## config.mk

```make
export PLATFORM = sky130hd
export DESIGN_NAME = pkt_cmd_decoder
export DESIGN_NICKNAME = d
export VERILOG_FILES = /design/src/rtl/pkt_dec_pkg.sv /design/src/rtl/pkt_sense_reg.sv /design/src/rtl/pkt_word_src.sv /design/src/rtl/pkt_cmd_decoder.sv
export SDC_FILE = /design/constraint.sdc
export NUM_CORES = 1
export LEC_CHECK = 0
export ABC_CLOCK_PERIOD_IN_PS = 3700
export BUFFER_PORTS_ARGS = -buffer_cell sky130_fd_sc_hd__buf_2
export CORE_UTILIZATION = 53
export DETAILED_ROUTE_END_ITERATION = 7
export PLACE_DENSITY = 0.85
export SYNTH_ARGS = -nofsm -noshare
export SYNTH_HDL_FRONTEND = slang
export SYNTH_HIERARCHICAL = 1
export SYNTH_SLANG_ARGS = --single-unit
```

## constraint.sdc

```tcl
create_clock -name clk -period 3.7 [get_ports clk]
set_clock_uncertainty 0.2 [all_clocks]
set_input_delay 0.185 -clock clk [delete_from_list [all_inputs] [get_ports clk]]
set_output_delay 0.185 -clock clk [all_outputs]
set_load 0.01 [all_outputs]
```

## src/rtl/pkt_dec_pkg.sv

```systemverilog
package pkt_dec_pkg;
  localparam logic [7:0] OP_TEST  = 8'h00;
  localparam logic [7:0] OP_IDENT = 8'h11;
  localparam logic [7:0] OP_SENSE = 8'h13;
  localparam logic [7:0] OP_READ  = 8'h30;

  localparam logic [7:0] MODE_M1  = 8'h20;
  localparam logic [7:0] MODE_GD  = 8'h24;
  localparam logic [7:0] MODE_XA  = 8'h28;
  localparam logic [7:0] MODE_RAW = 8'h30;

  localparam logic [15:0] RC_OK        = 16'h0000;
  localparam logic [15:0] RC_UNIT_ATTN = 16'h2906;
  localparam logic [15:0] RC_NO_MEDIA  = 16'h3A02;
  localparam logic [15:0] RC_BAD_FIELD = 16'h2405;
  localparam logic [15:0] RC_BAD_OP    = 16'h2005;

  localparam logic [7:0] ST_BUSY  = 8'h80;
  localparam logic [7:0] ST_READY = 8'h50;
  localparam logic [7:0] ST_ERROR = 8'h51;
  localparam logic [7:0] ST_DATA  = 8'h58;

  localparam int ID_BYTES    = 32;
  localparam int SENSE_BYTES = 10;

  typedef enum logic [1:0] {S_IDLE, S_DECODE, S_STREAM} dec_state_e;
  typedef enum logic [1:0] {SRC_ID, SRC_SENSE, SRC_SECT} src_e;
endpackage

```

## src/rtl/pkt_sense_reg.sv

```systemverilog
module pkt_sense_reg import pkt_dec_pkg::*; #(
  parameter int NBYTES = SENSE_BYTES
) (
  input  logic                  clk,
  input  logic                  rst,
  input  logic                  set_res,
  input  logic [15:0]           res_code,
  input  logic                  set_pos,
  input  logic [23:0]           pos,
  output logic [8*NBYTES-1:0]   sense_flat,
  output logic [7:0]            err_q
);
  logic [7:0] sb [NBYTES];

  always_ff @(posedge clk) begin
    if (rst) begin
      for (int i = 0; i < NBYTES; i++) sb[i] <= 8'h00;
      err_q <= 8'h00;
    end else begin
      if (set_res) begin
        sb[0] <= 8'hF0;
        sb[2] <= res_code[7:0];
        sb[8] <= res_code[15:8];
        err_q <= {res_code[3:0], 4'h0};
      end
      if (set_pos) begin
        sb[5] <= pos[23:16];
        sb[6] <= pos[15:8];
        sb[7] <= pos[7:0];
      end
    end
  end

  for (genvar g = 0; g < NBYTES; g++) begin : g_flat
    assign sense_flat[8*g +: 8] = sb[g];
  end
endmodule

```

## src/rtl/pkt_word_src.sv

```systemverilog
module pkt_word_src import pkt_dec_pkg::*; #(
  parameter int ADDR_W = 13
) (
  input  src_e                      kind,
  input  logic [7:0]                off,
  input  logic [ADDR_W-1:0]         widx,
  input  logic [8*SENSE_BYTES-1:0]  sense_flat,
  input  logic [23:0]               base_lba,
  output logic [15:0]               word
);
  function automatic logic [7:0] id_byte(input logic [15:0] i);
    return (i < 16'(ID_BYTES)) ? ({i[4:0], 3'b101} ^ 8'h3C) : 8'h00;
  endfunction

  function automatic logic [7:0] sn_byte(input logic [15:0] i);
    logic [7:0] b;
    b = 8'h00;
    for (int k = 0; k < SENSE_BYTES; k++)
      if (i == 16'(k)) b = sense_flat[8*k +: 8];
    return b;
  endfunction

  logic [15:0] even_i;
  assign even_i = 16'({widx, 1'b0});

  always_comb begin
    unique case (kind)
      SRC_ID:    word = {id_byte(16'(off) + even_i + 16'd1), id_byte(16'(off) + even_i)};
      SRC_SENSE: word = {sn_byte(even_i + 16'd1), sn_byte(even_i)};
      default:   word = base_lba[15:0] + 16'(widx);
    endcase
  end
endmodule

```

## src/rtl/pkt_cmd_decoder.sv

```systemverilog
module pkt_cmd_decoder import pkt_dec_pkg::*; #(
  parameter int          MAX_SECT     = 4,
  parameter int          COOKED_BYTES = 2048,
  parameter int          RAW_BYTES    = 2352,
  parameter logic [23:0] RESET_LBA    = 24'd150,
  localparam int         LEN_W        = $clog2(MAX_SECT*RAW_BYTES+1),
  localparam int         ADDR_W       = $clog2(MAX_SECT*RAW_BYTES/2+1)
) (
  input  logic              clk,
  input  logic              rst,
  input  logic              pkt_valid,
  input  logic [95:0]       pkt_data,
  input  logic [15:0]       xfer_bsize,
  input  logic              media_present,
  output logic              busy,
  output logic              buf_we,
  output logic [ADDR_W-1:0] buf_addr,
  output logic [15:0]       buf_wdata,
  output logic              start_rd,
  output logic [LEN_W-1:0]  rd_len,
  output logic [15:0]       rd_bsize,
  output logic              done,
  output logic [15:0]       result,
  output logic [7:0]        status,
  output logic [7:0]        err_reg,
  output logic [23:0]       last_lba
);
  dec_state_e state;
  logic [7:0]  op_q, md_q, f2_q, f3_q, f4_q;
  logic [23:0] cnt_q, lba_q, rcnt_q;
  logic [15:0] bsz_q;
  logic        was_rst;
  src_e        kind_q;
  logic [7:0]  off_q;
  logic [LEN_W-1:0]  rlen_q;
  logic [ADDR_W-1:0] nw_q, widx;

  logic unused_pkt_bits;
  assign unused_pkt_bits = ^{pkt_data[63:40], pkt_data[95:88]};

  // field extraction and lengths
  logic [23:0]      lba_f;
  logic             mode_ok;
  logic [LEN_W-1:0] sect_b, cnt_c, sec_len, id_len, sn_len;
  logic [7:0]       avail;

  assign lba_f   = {f2_q, f3_q, f4_q};
  assign mode_ok = (md_q == MODE_M1) || (md_q == MODE_GD) ||
                   (md_q == MODE_XA) || (md_q == MODE_RAW);
  assign sect_b  = (md_q == MODE_RAW) ? LEN_W'(RAW_BYTES) : LEN_W'(COOKED_BYTES);
  assign cnt_c   = (cnt_q > 24'(MAX_SECT)) ? LEN_W'(MAX_SECT) : LEN_W'(cnt_q);
  assign sec_len = LEN_W'(cnt_c * sect_b);
  assign avail   = 8'(ID_BYTES) - f2_q;
  assign id_len  = (f4_q > avail) ? LEN_W'(avail) : LEN_W'(f4_q);
  assign sn_len  = (f4_q > 8'(SENSE_BYTES)) ? LEN_W'(SENSE_BYTES) : LEN_W'(f4_q);

  // decode decision
  logic             cmpl, go_rd, clr_rst;
  logic [15:0]      cmpl_code;
  src_e             go_kind;
  logic [LEN_W-1:0] go_len;

  always_comb begin
    cmpl = 1'b0; go_rd = 1'b0; clr_rst = 1'b0;
    cmpl_code = RC_OK; go_kind = SRC_SECT; go_len = '0;
    if (state == S_DECODE) begin
      if (was_rst && op_q != OP_SENSE) begin
        cmpl = 1'b1; cmpl_code = RC_UNIT_ATTN; clr_rst = 1'b1;
      end else begin
        case (op_q)
          OP_TEST: begin
            cmpl = 1'b1;
            cmpl_code = media_present ? RC_OK : RC_NO_MEDIA;
          end
          OP_IDENT: begin
            if (f2_q >= 8'(ID_BYTES)) begin
              cmpl = 1'b1; cmpl_code = RC_BAD_FIELD;
            end else begin
              go_rd = 1'b1; go_kind = SRC_ID; go_len = id_len;
            end
          end
          OP_SENSE: begin
            go_rd = 1'b1; go_kind = SRC_SENSE; go_len = sn_len;
          end
          OP_READ: begin
            if (mode_ok) begin
              go_rd = 1'b1; go_kind = SRC_SECT; go_len = sec_len;
            end else begin
              cmpl = 1'b1; cmpl_code = RC_BAD_FIELD;
            end
          end
          default: begin
            cmpl = 1'b1; cmpl_code = RC_BAD_OP;
          end
        endcase
      end
    end
  end

  logic fin;
  assign fin = (state == S_STREAM) && (widx == nw_q);

  logic [8*SENSE_BYTES-1:0] sense_flat;
  logic [15:0]              src_word;

  pkt_sense_reg u_sense (
    .clk        (clk),
    .rst        (rst),
    .set_res    (cmpl | fin),
    .res_code   (cmpl ? cmpl_code : RC_OK),
    .set_pos    (fin && kind_q == SRC_SECT),
    .pos        (lba_q),
    .sense_flat (sense_flat),
    .err_q      (err_reg)
  );

  pkt_word_src #(.ADDR_W(ADDR_W)) u_src (
    .kind       (kind_q),
    .off        (off_q),
    .widx       (widx),
    .sense_flat (sense_flat),
    .base_lba   (lba_q),
    .word       (src_word)
  );

  assign busy = (state != S_IDLE);

  always_ff @(posedge clk) begin
    if (rst) begin
      state <= S_IDLE;
      op_q <= '0; md_q <= '0; f2_q <= '0; f3_q <= '0; f4_q <= '0;
      cnt_q <= '0; bsz_q <= '0; was_rst <= 1'b1;
      kind_q <= SRC_SECT; off_q <= '0; lba_q <= '0; rcnt_q <= '0;
      rlen_q <= '0; nw_q <= '0; widx <= '0;
      buf_we <= 1'b0; buf_addr <= '0; buf_wdata <= '0;
      start_rd <= 1'b0; rd_len <= '0; rd_bsize <= '0;
      done <= 1'b0; result <= '0; status <= 8'h00;
      last_lba <= RESET_LBA;
    end else begin
      done <= 1'b0;
      start_rd <= 1'b0;
      buf_we <= 1'b0;
      unique case (state)
        S_IDLE: if (pkt_valid) begin
          op_q  <= pkt_data[7:0];
          md_q  <= pkt_data[15:8];
          f2_q  <= pkt_data[23:16];
          f3_q  <= pkt_data[31:24];
          f4_q  <= pkt_data[39:32];
          cnt_q <= {pkt_data[71:64], pkt_data[79:72], pkt_data[87:80]};
          bsz_q <= xfer_bsize;
          status <= ST_BUSY;
          state <= S_DECODE;
        end
        S_DECODE: begin
          if (clr_rst) was_rst <= 1'b0;
          if (cmpl) begin
            done   <= 1'b1;
            result <= cmpl_code;
            status <= (cmpl_code == RC_OK) ? ST_READY : ST_ERROR;
            state  <= S_IDLE;
          end else if (go_rd) begin
            kind_q <= go_kind;
            off_q  <= f2_q;
            lba_q  <= lba_f;
            rcnt_q <= cnt_q;
            rlen_q <= go_len;
            nw_q   <= ADDR_W'((32'(go_len) + 32'd1) >> 1);
            widx   <= '0;
            state  <= S_STREAM;
          end else begin
            state  <= S_IDLE;
          end
        end
        S_STREAM: begin
          if (fin) begin
            start_rd <= 1'b1;
            rd_len   <= rlen_q;
            rd_bsize <= bsz_q;
            result   <= RC_OK;
            status   <= ST_DATA;
            if (kind_q == SRC_SECT) last_lba <= lba_q + rcnt_q;
            state    <= S_IDLE;
          end else begin
            buf_we    <= 1'b1;
            buf_addr  <= widx;
            buf_wdata <= src_word;
            widx      <= widx + 1'b1;
          end
        end
        default: state <= S_IDLE;
      endcase
    end
  end
endmodule

```

== After elaboration in Yosys (flattened, before gate mapping) ==
Memories as Yosys holds them, arrays and structs flattened.
Cells that the tools add are included.

* Bits in registers: 295
* RAM bits: 80
* Input bits: 116
* Output and inout bits: 119
* Word-level logic and storage cells: 198
* Memories: 1

{| class="wikitable"
|+ Memory list
! name !! depth !! width !! rd ports !! clocked after memory_dff !! wr ports !! line !! text
|-
| u_sense.sb || 10 || 8 || 10 || 0 || 10 || pkt_sense_reg.sv:13 || <nowiki>logic [7:0] sb [NBYTES];</nowiki>
|}

* Add/sub/neg operators: 8
* $mul: 1
* Magnitude comparators: 6
* Eq/ne operators: 32
* Multiplexer cells: 83
* Bitwise operators: 13
* Reduce and logical (&&, ||, !) cells: 27

{| class="wikitable"
|+ Operators with widths
! cell !! count
|-
| 2-to-1 mux 8 bit || 29
|-
| 2-to-1 mux 14 bit || 9
|-
| equality test 16 x 3 -> 1 bit (second input constant) || 4
|-
| one-hot mux 16 bit (2 select lines) || 2
|-
| one-hot mux 14 bit (4 select lines) || 1
|-
| logical NOT 16 bit || 3
|-
| 2-to-1 mux 16 bit || 3
|-
| one-hot mux 14 bit (3 select lines) || 1
|-
| equality test 8 x 6 -> 1 bit (second input constant) || 5
|-
| 2-to-1 mux 13 bit || 3
|-
| equality test 16 x 2 -> 1 bit (second input constant) || 2
|-
| equality test 16 x 4 -> 1 bit (second input constant) || 2
|-
| less-than comparator 16 x 6 -> 1 bit (second input constant) || 2
|-
| equality test 13 x 2 -> 1 bit (second input constant) || 2
|-
| one-hot mux 13 bit (2 select lines) || 1
|-
| adder 24 bit || 1
|-
| > comparator 24 x 3 -> 1 bit (second input constant) || 1
|-
| one-hot mux 8 bit (3 select lines) || 1
|-
| 2-to-1 mux 1 bit || 22
|-
| adder 15 x 1 -> 16 bit (second input constant) || 1
|-
| adder 16 x 13 -> 16 bit || 1
|-
| equality test 16 x 1 -> 1 bit (second input constant) || 1
|-
| equality test 8 x 5 -> 1 bit (second input constant) || 2
|-
| adder 14 x 1 -> 15 bit (second input constant) || 1
|-
| other kinds (33) || 70
|}

== Depth between registers and ports, before layout ==
* Depth in word-level cells: 13
* Mapped depth: 20
* Depth with buffers taken out: 20

== By module ==
Netlist, hierarchy kept.

{| class="wikitable"
|+ Modules (own cells, without submodules)
! module !! instances !! cells each !! area an instance (um^2) !! seq. area each (um^2)
|-
| pkt_cmd_decoder || 1 || 1502 || 12465.7 || 5405.2
|-
| pkt_sense_reg || 1 || 152 || 2016.9 || 1301.2
|-
| pkt_word_src || 1 || 256 || 1933.1 || 0.0
|}

== Worst setup path before layout ==
Ideal clock, no wire load.

* Kind: reg2reg
* Start: register cnt_q[3]
* End: register nw_q[12]
* Setup time: 0.115 ns
* Arrival time: 3.472 ns
* Required time: 3.385 ns
* Path slack: -0.087 ns
* Stages on the path, launching flop included: 20
* Buffers on the path: 0
* Clock period less this slack: 3.787 ns
* Cells stage by stage: dfxtp_1 nor4_1 nand4_1 or3_1 and2_1 ha_1 ha_1 ha_1 ha_1 ha_1 inv_1 fa_1 inv_1 a21o_1 a21oi_1 xnor2_1 xnor2_1 a21oi_1 nor2_1 o21a_1

* Longest elaborated chain between the ends: 8

{| class="wikitable"
|+ Ends and longest elaborated chain
! element !! line !! text
|-
| start: declaration || pkt_cmd_decoder.sv:30 || <nowiki>logic [23:0] cnt_q, lba_q, rcnt_q;</nowiki>
|-
| start signal: assignment || pkt_cmd_decoder.sv:150 || <nowiki>cnt_q <= {pkt_data[71:64], pkt_data[79:72], pkt_data[87:80]};</nowiki>
|-
| > comparator 24 x 3 -> 1 bit || pkt_cmd_decoder.sv:51 || <nowiki>assign cnt_c = (cnt_q > 24'(MAX_SECT)) ? LEN_W'(MAX_SECT) : LEN_W'(cnt_q);</nowiki>
|-
| 2-to-1 mux 14 bit (*) || pkt_cmd_decoder.sv:51 ||
|-
| multiplier 14 x 12 -> 14 bit (*) || pkt_cmd_decoder.sv:52 || <nowiki>assign sec_len = LEN_W'(cnt_c * sect_b);</nowiki>
|-
| 2-to-1 mux 14 bit (*) || pkt_cmd_decoder.sv:86 || <nowiki>if (mode_ok) begin</nowiki>
|-
| one-hot mux 14 bit (3 select lines) (*) || pkt_cmd_decoder.sv:70 || <nowiki>case (op_q)</nowiki>
|-
| 2-to-1 mux 14 bit (*) || pkt_cmd_decoder.sv:67 || <nowiki>if (was_rst && op_q != OP_SENSE) begin</nowiki>
|-
| 2-to-1 mux 14 bit (*) || pkt_cmd_decoder.sv:66 || <nowiki>if (state == S_DECODE) begin</nowiki>
|-
| adder 14 x 1 -> 14 bit (*) || pkt_cmd_decoder.sv:168 || <nowiki>nw_q <= ADDR_W'((32'(go_len) + 32'd1) >> 1);</nowiki>
|-
| end signal: assignment || pkt_cmd_decoder.sv:168 ||
|-
| end: declaration || pkt_cmd_decoder.sv:36 || <nowiki>logic [ADDR_W-1:0] nw_q, widx;</nowiki>
|}

Every way passes the cells marked *; elsewhere a longest branch is shown, timed or not.
A chain may end at the register's enable or synchronous reset.

== Worst setup path after layout ==
* Start: register cnt_q[4]
* End: register rlen_q[13]

* Longest elaborated chain between the ends: 7

{| class="wikitable"
|+ Ends and longest elaborated chain
! element !! line !! text
|-
| > comparator 24 x 3 -> 1 bit || pkt_cmd_decoder.sv:51 ||
|-
| 2-to-1 mux 14 bit (*) || pkt_cmd_decoder.sv:51 ||
|-
| multiplier 14 x 12 -> 14 bit (*) || pkt_cmd_decoder.sv:52 ||
|-
| 2-to-1 mux 14 bit (*) || pkt_cmd_decoder.sv:86 ||
|-
| one-hot mux 14 bit (3 select lines) (*) || pkt_cmd_decoder.sv:70 ||
|-
| 2-to-1 mux 14 bit (*) || pkt_cmd_decoder.sv:67 ||
|-
| 2-to-1 mux 14 bit (*) || pkt_cmd_decoder.sv:66 ||
|-
| end signal: assignment || pkt_cmd_decoder.sv:167 || <nowiki>rlen_q <= go_len;</nowiki>
|-
| end: declaration || pkt_cmd_decoder.sv:35 || <nowiki>logic [LEN_W-1:0] rlen_q;</nowiki>
|}

Marks and branches as above.

==> impl_metrics.ini <==
[synth]
ys.warnings.count = 6
yosys_register_bits = 315
synth_flop_cell = dfxtp_1
avgSynthCellArea_sq_um = 8.59
synth.area.top_cells = dfxtp_1 (34%), nand2_1 (8.1%), edfxtp_1 (7.3%)
syn_area_sq_um = 16400
yosys.area_share.xor_xnor_pct = 3.57
synth.top_cells.by_count = nand2_1 (355), dfxtp_1 (275), a21oi_1 (231)
synth_edf_count = 40
synth_simple_gate_area_share_pct = 20.3
yosysTopAreaCellShare_pct = 33.5
syn_inst = 1910
yosysUniqueCellTypes = 87
muxShareOfSynthArea_pct = 4.36
synthMostInstantiatedCell = nand2_1
async_flop_share_pct = 0
synth_adder_area_share_pct = 8.02
synth_top_family_by_area = simple AND/OR/NAND/NOR gates
yosysSeqAreaShare_pct = 40.9
yosys.area.top_type = dfxtp_1
synth_compound_area_share_pct = 16.7

[global_route]
grt_pass1_wl_um = 79600
track_usage_pct = 31.9
grt_max_degree = 93
antenna_found_initial = 0
grt_pass1_vias = 15202
use_met3_pct = 5.58
grt-busiest-layer = met2
grt_use_met1_pct = 38.3
grt_remaining_overflow = 0
met2_usage_pct = 55.5

[final_layout]
drive_above_1_share_pct = 20.3
fin_nets = 2459
utilization_pct = 67.6
finalNonFillerCells = 2667
syn_to_final_growth_pct = 25.6
num_antenna_cells = 0

[place]
dp_cells = 2512
gp_congestion = 0.954
io_buffers = 188
hpwl_um = 34500

[sta]
post-route-period-util_pct = 104
fin_ws_ns = -0.133
timing.hold.ws_ns = -0.00504
layout_min_cycle_time_ns = 3.83
slew-limit-headroom_pct = 45.5
hold_viol = 1
setup_viol_count_final = 6
slew_viol_final = 0
fmax_mhz = 261
worst_pin_slew_ns = 0.818
rsz0062_at_grt = yes

[routing]
drtPass1Iterations = 6
antenna_left = 0
viasPerCell = 5.84
wire_per_inst_um = 19.3
drt_iter0_markers = 1368
drc = 0
routed_wirelength_um = 51500
vias = 15583

[worst_setup_path]
crit_path_end_kind = register
critPathKind = register to register
required_ns = 3.92
cp-start-kind = register
r2r_slack_ns = -0.13
cp_max_fo = 3
cp.arrival_ns = 4.05

[min_path]
hold_class = input pin to register

[pwr]
total_power_mw = 8.07
powerDensity_nw_per_um2 = 391
peakVddDrop_v = 0.000406
leakagePower_nw = 9.21

[cts]
cts_buffers = 35
cts_tree = done
htreeDepth = 2
cts_max_path_buffers = 3
clk_latency_ns = 0.52
cts_root_buf = clkbuf_16
clock-sinks = 315
clk_pin_slew_ns = 0.06

[floorplan]
die_x_um = 178
fp.dieH_um = 178
ioPinCount = 235
start_util_pct = 53.8
core_sq_um = 30500
rows = 64
die-area_sq_um = 31700

[status]
status = complete, but fails checks
violations = negative hold slack, negative setup slack

[run]
maxCapViolCount = 0
[per-stage QoR]
step / setup WS [ns] / area [sq um] / setup TNS [ns] / hold WS [ns]
2_1_floorplan: 0.0391 / 16700 / 0 / 0.121
3_3_place_gp: -0.220 / 18200 / -0.551 / 0.225
3_5_place_dp: -0.256 / 18200 / -0.994 / 0.232
4_1_cts: -0.130 / 20400 / -0.308 / 0.0157
5_1_grt: -0.317 / 20600 / -1.78 / 0.0323
6_report: -0.133 / 20600 / -0.596 / -0.00504
[power breakdown]
| part | switching [mW] | internal (mW) |
|---|---|---|
| clock | 1.49 | 2.16 |
| sequential | 0.0610 | 3.54 |
| combinational | 0.458 | 0.365 |
| total | 2.00 | 6.07 |
[sequential cells by signal, summed over array words and instances, names as in the netlist, 13 cells and up]
name	flops
buf_wdata	16
bsz_q	16
rcnt_q	24
rd_bsize	16
lba_q	24
cnt_q	24
nw_q	13
widx	13
last_lba	24
u_sense/sb	41
buf_addr	13
rlen_q	14
rd_len	14
[path summary, 6_finish.rpt]
check | from | end | cells past startpoint
hold / removal | rst | buf_we$_SDFF_PP0_ | 2
setup / recovery | cnt_q[4]$_SDFFE_PP0P_ | rlen_q[13]$_SDFFE_PP0P_ | 19
hold reg to reg | last_lba[3]$_SDFFE_PP0P_ | last_lba[3]$_SDFFE_PP0P_ | 2
setup reg to reg | cnt_q[4]$_SDFFE_PP0P_ | rlen_q[13]$_SDFFE_PP0P_ | 19
[critical path, cell delays in order (launching register included)]
cell and delay [ns]:
dfxtp_1 0.32, nor4_2 0.29, nand4_1 0.21, or3_4 0.38, and2_4 0.20, ha_4 0.22, ha_4 0.16, ha_4 0.15
ha_4 0.27, ha_4 0.13, inv_2 0.03, fa_2 0.34, inv_2 0.05, a21o_1 0.11, a21oi_2 0.06, xnor2_1 0.13
xnor2_1 0.12, a21oi_1 0.13, nor2_1 0.07, o21a_1 0.14
[what timing repair did]
item,4_1_cts,5_1_grt
hold endpoints to repair,82,0
resized for setup,38,33
hold buffers,81,0
setup endpoints to repair,10,10
buffers inserted,1,9
pin swaps,19,26
[logic make-up (layout without fill, tap and decap cells)]
| logic type | Yosys count | in the layout |
|---|---|---|
| and+or+nand+nor | 719 | 719 |
| AOI/OAI and AO/OA | 436 | 436 |
| DFF | 315 | 315 |
| buffers and inverters | 202 | 495 |
| adders and majority gates | 100 | 100 |
| muxes | 69 | 69 |
| xor gates and xnor gates | 67 | 67 |
| other | 2 | 70 |
[placed cells by master (no fill, tap or decap), types with 43 or more instances in the layout]
cell type / synthesis / final
dfxtp_1: 275 / 268
conb_1: 2 / 70
nand2_1: 355 / 353
mux2i_1: 67 / 67
a21oi_1: 231 / 226
buf_2: 8 / 187
dlygate4sd3_1: 0 / 81
ha_1: 90 / 76
nor2_1: 152 / 149
buf_4: 57 / 113
and2_1: 45 / 43
[final cells by class]
cell class                 count  area (sq um)
timing repair buffer         385          2660
tap                          396           495
inverter                      46           173
fill                        2205          9880
clock buffer                  49          1050
multi-input combinational   1461          9370
clock inverter                15           163
sequential                   315          6720
[layer usage]
metal | up-vias | wire (um)
li1 | 7226 | -
met1 | 7427 | 20000
met2 | 758 | 25200
met3 | 172 | 4090
met4 | 0 | 2320
met5 | - | 0
(Power assumes the default switching activity.)
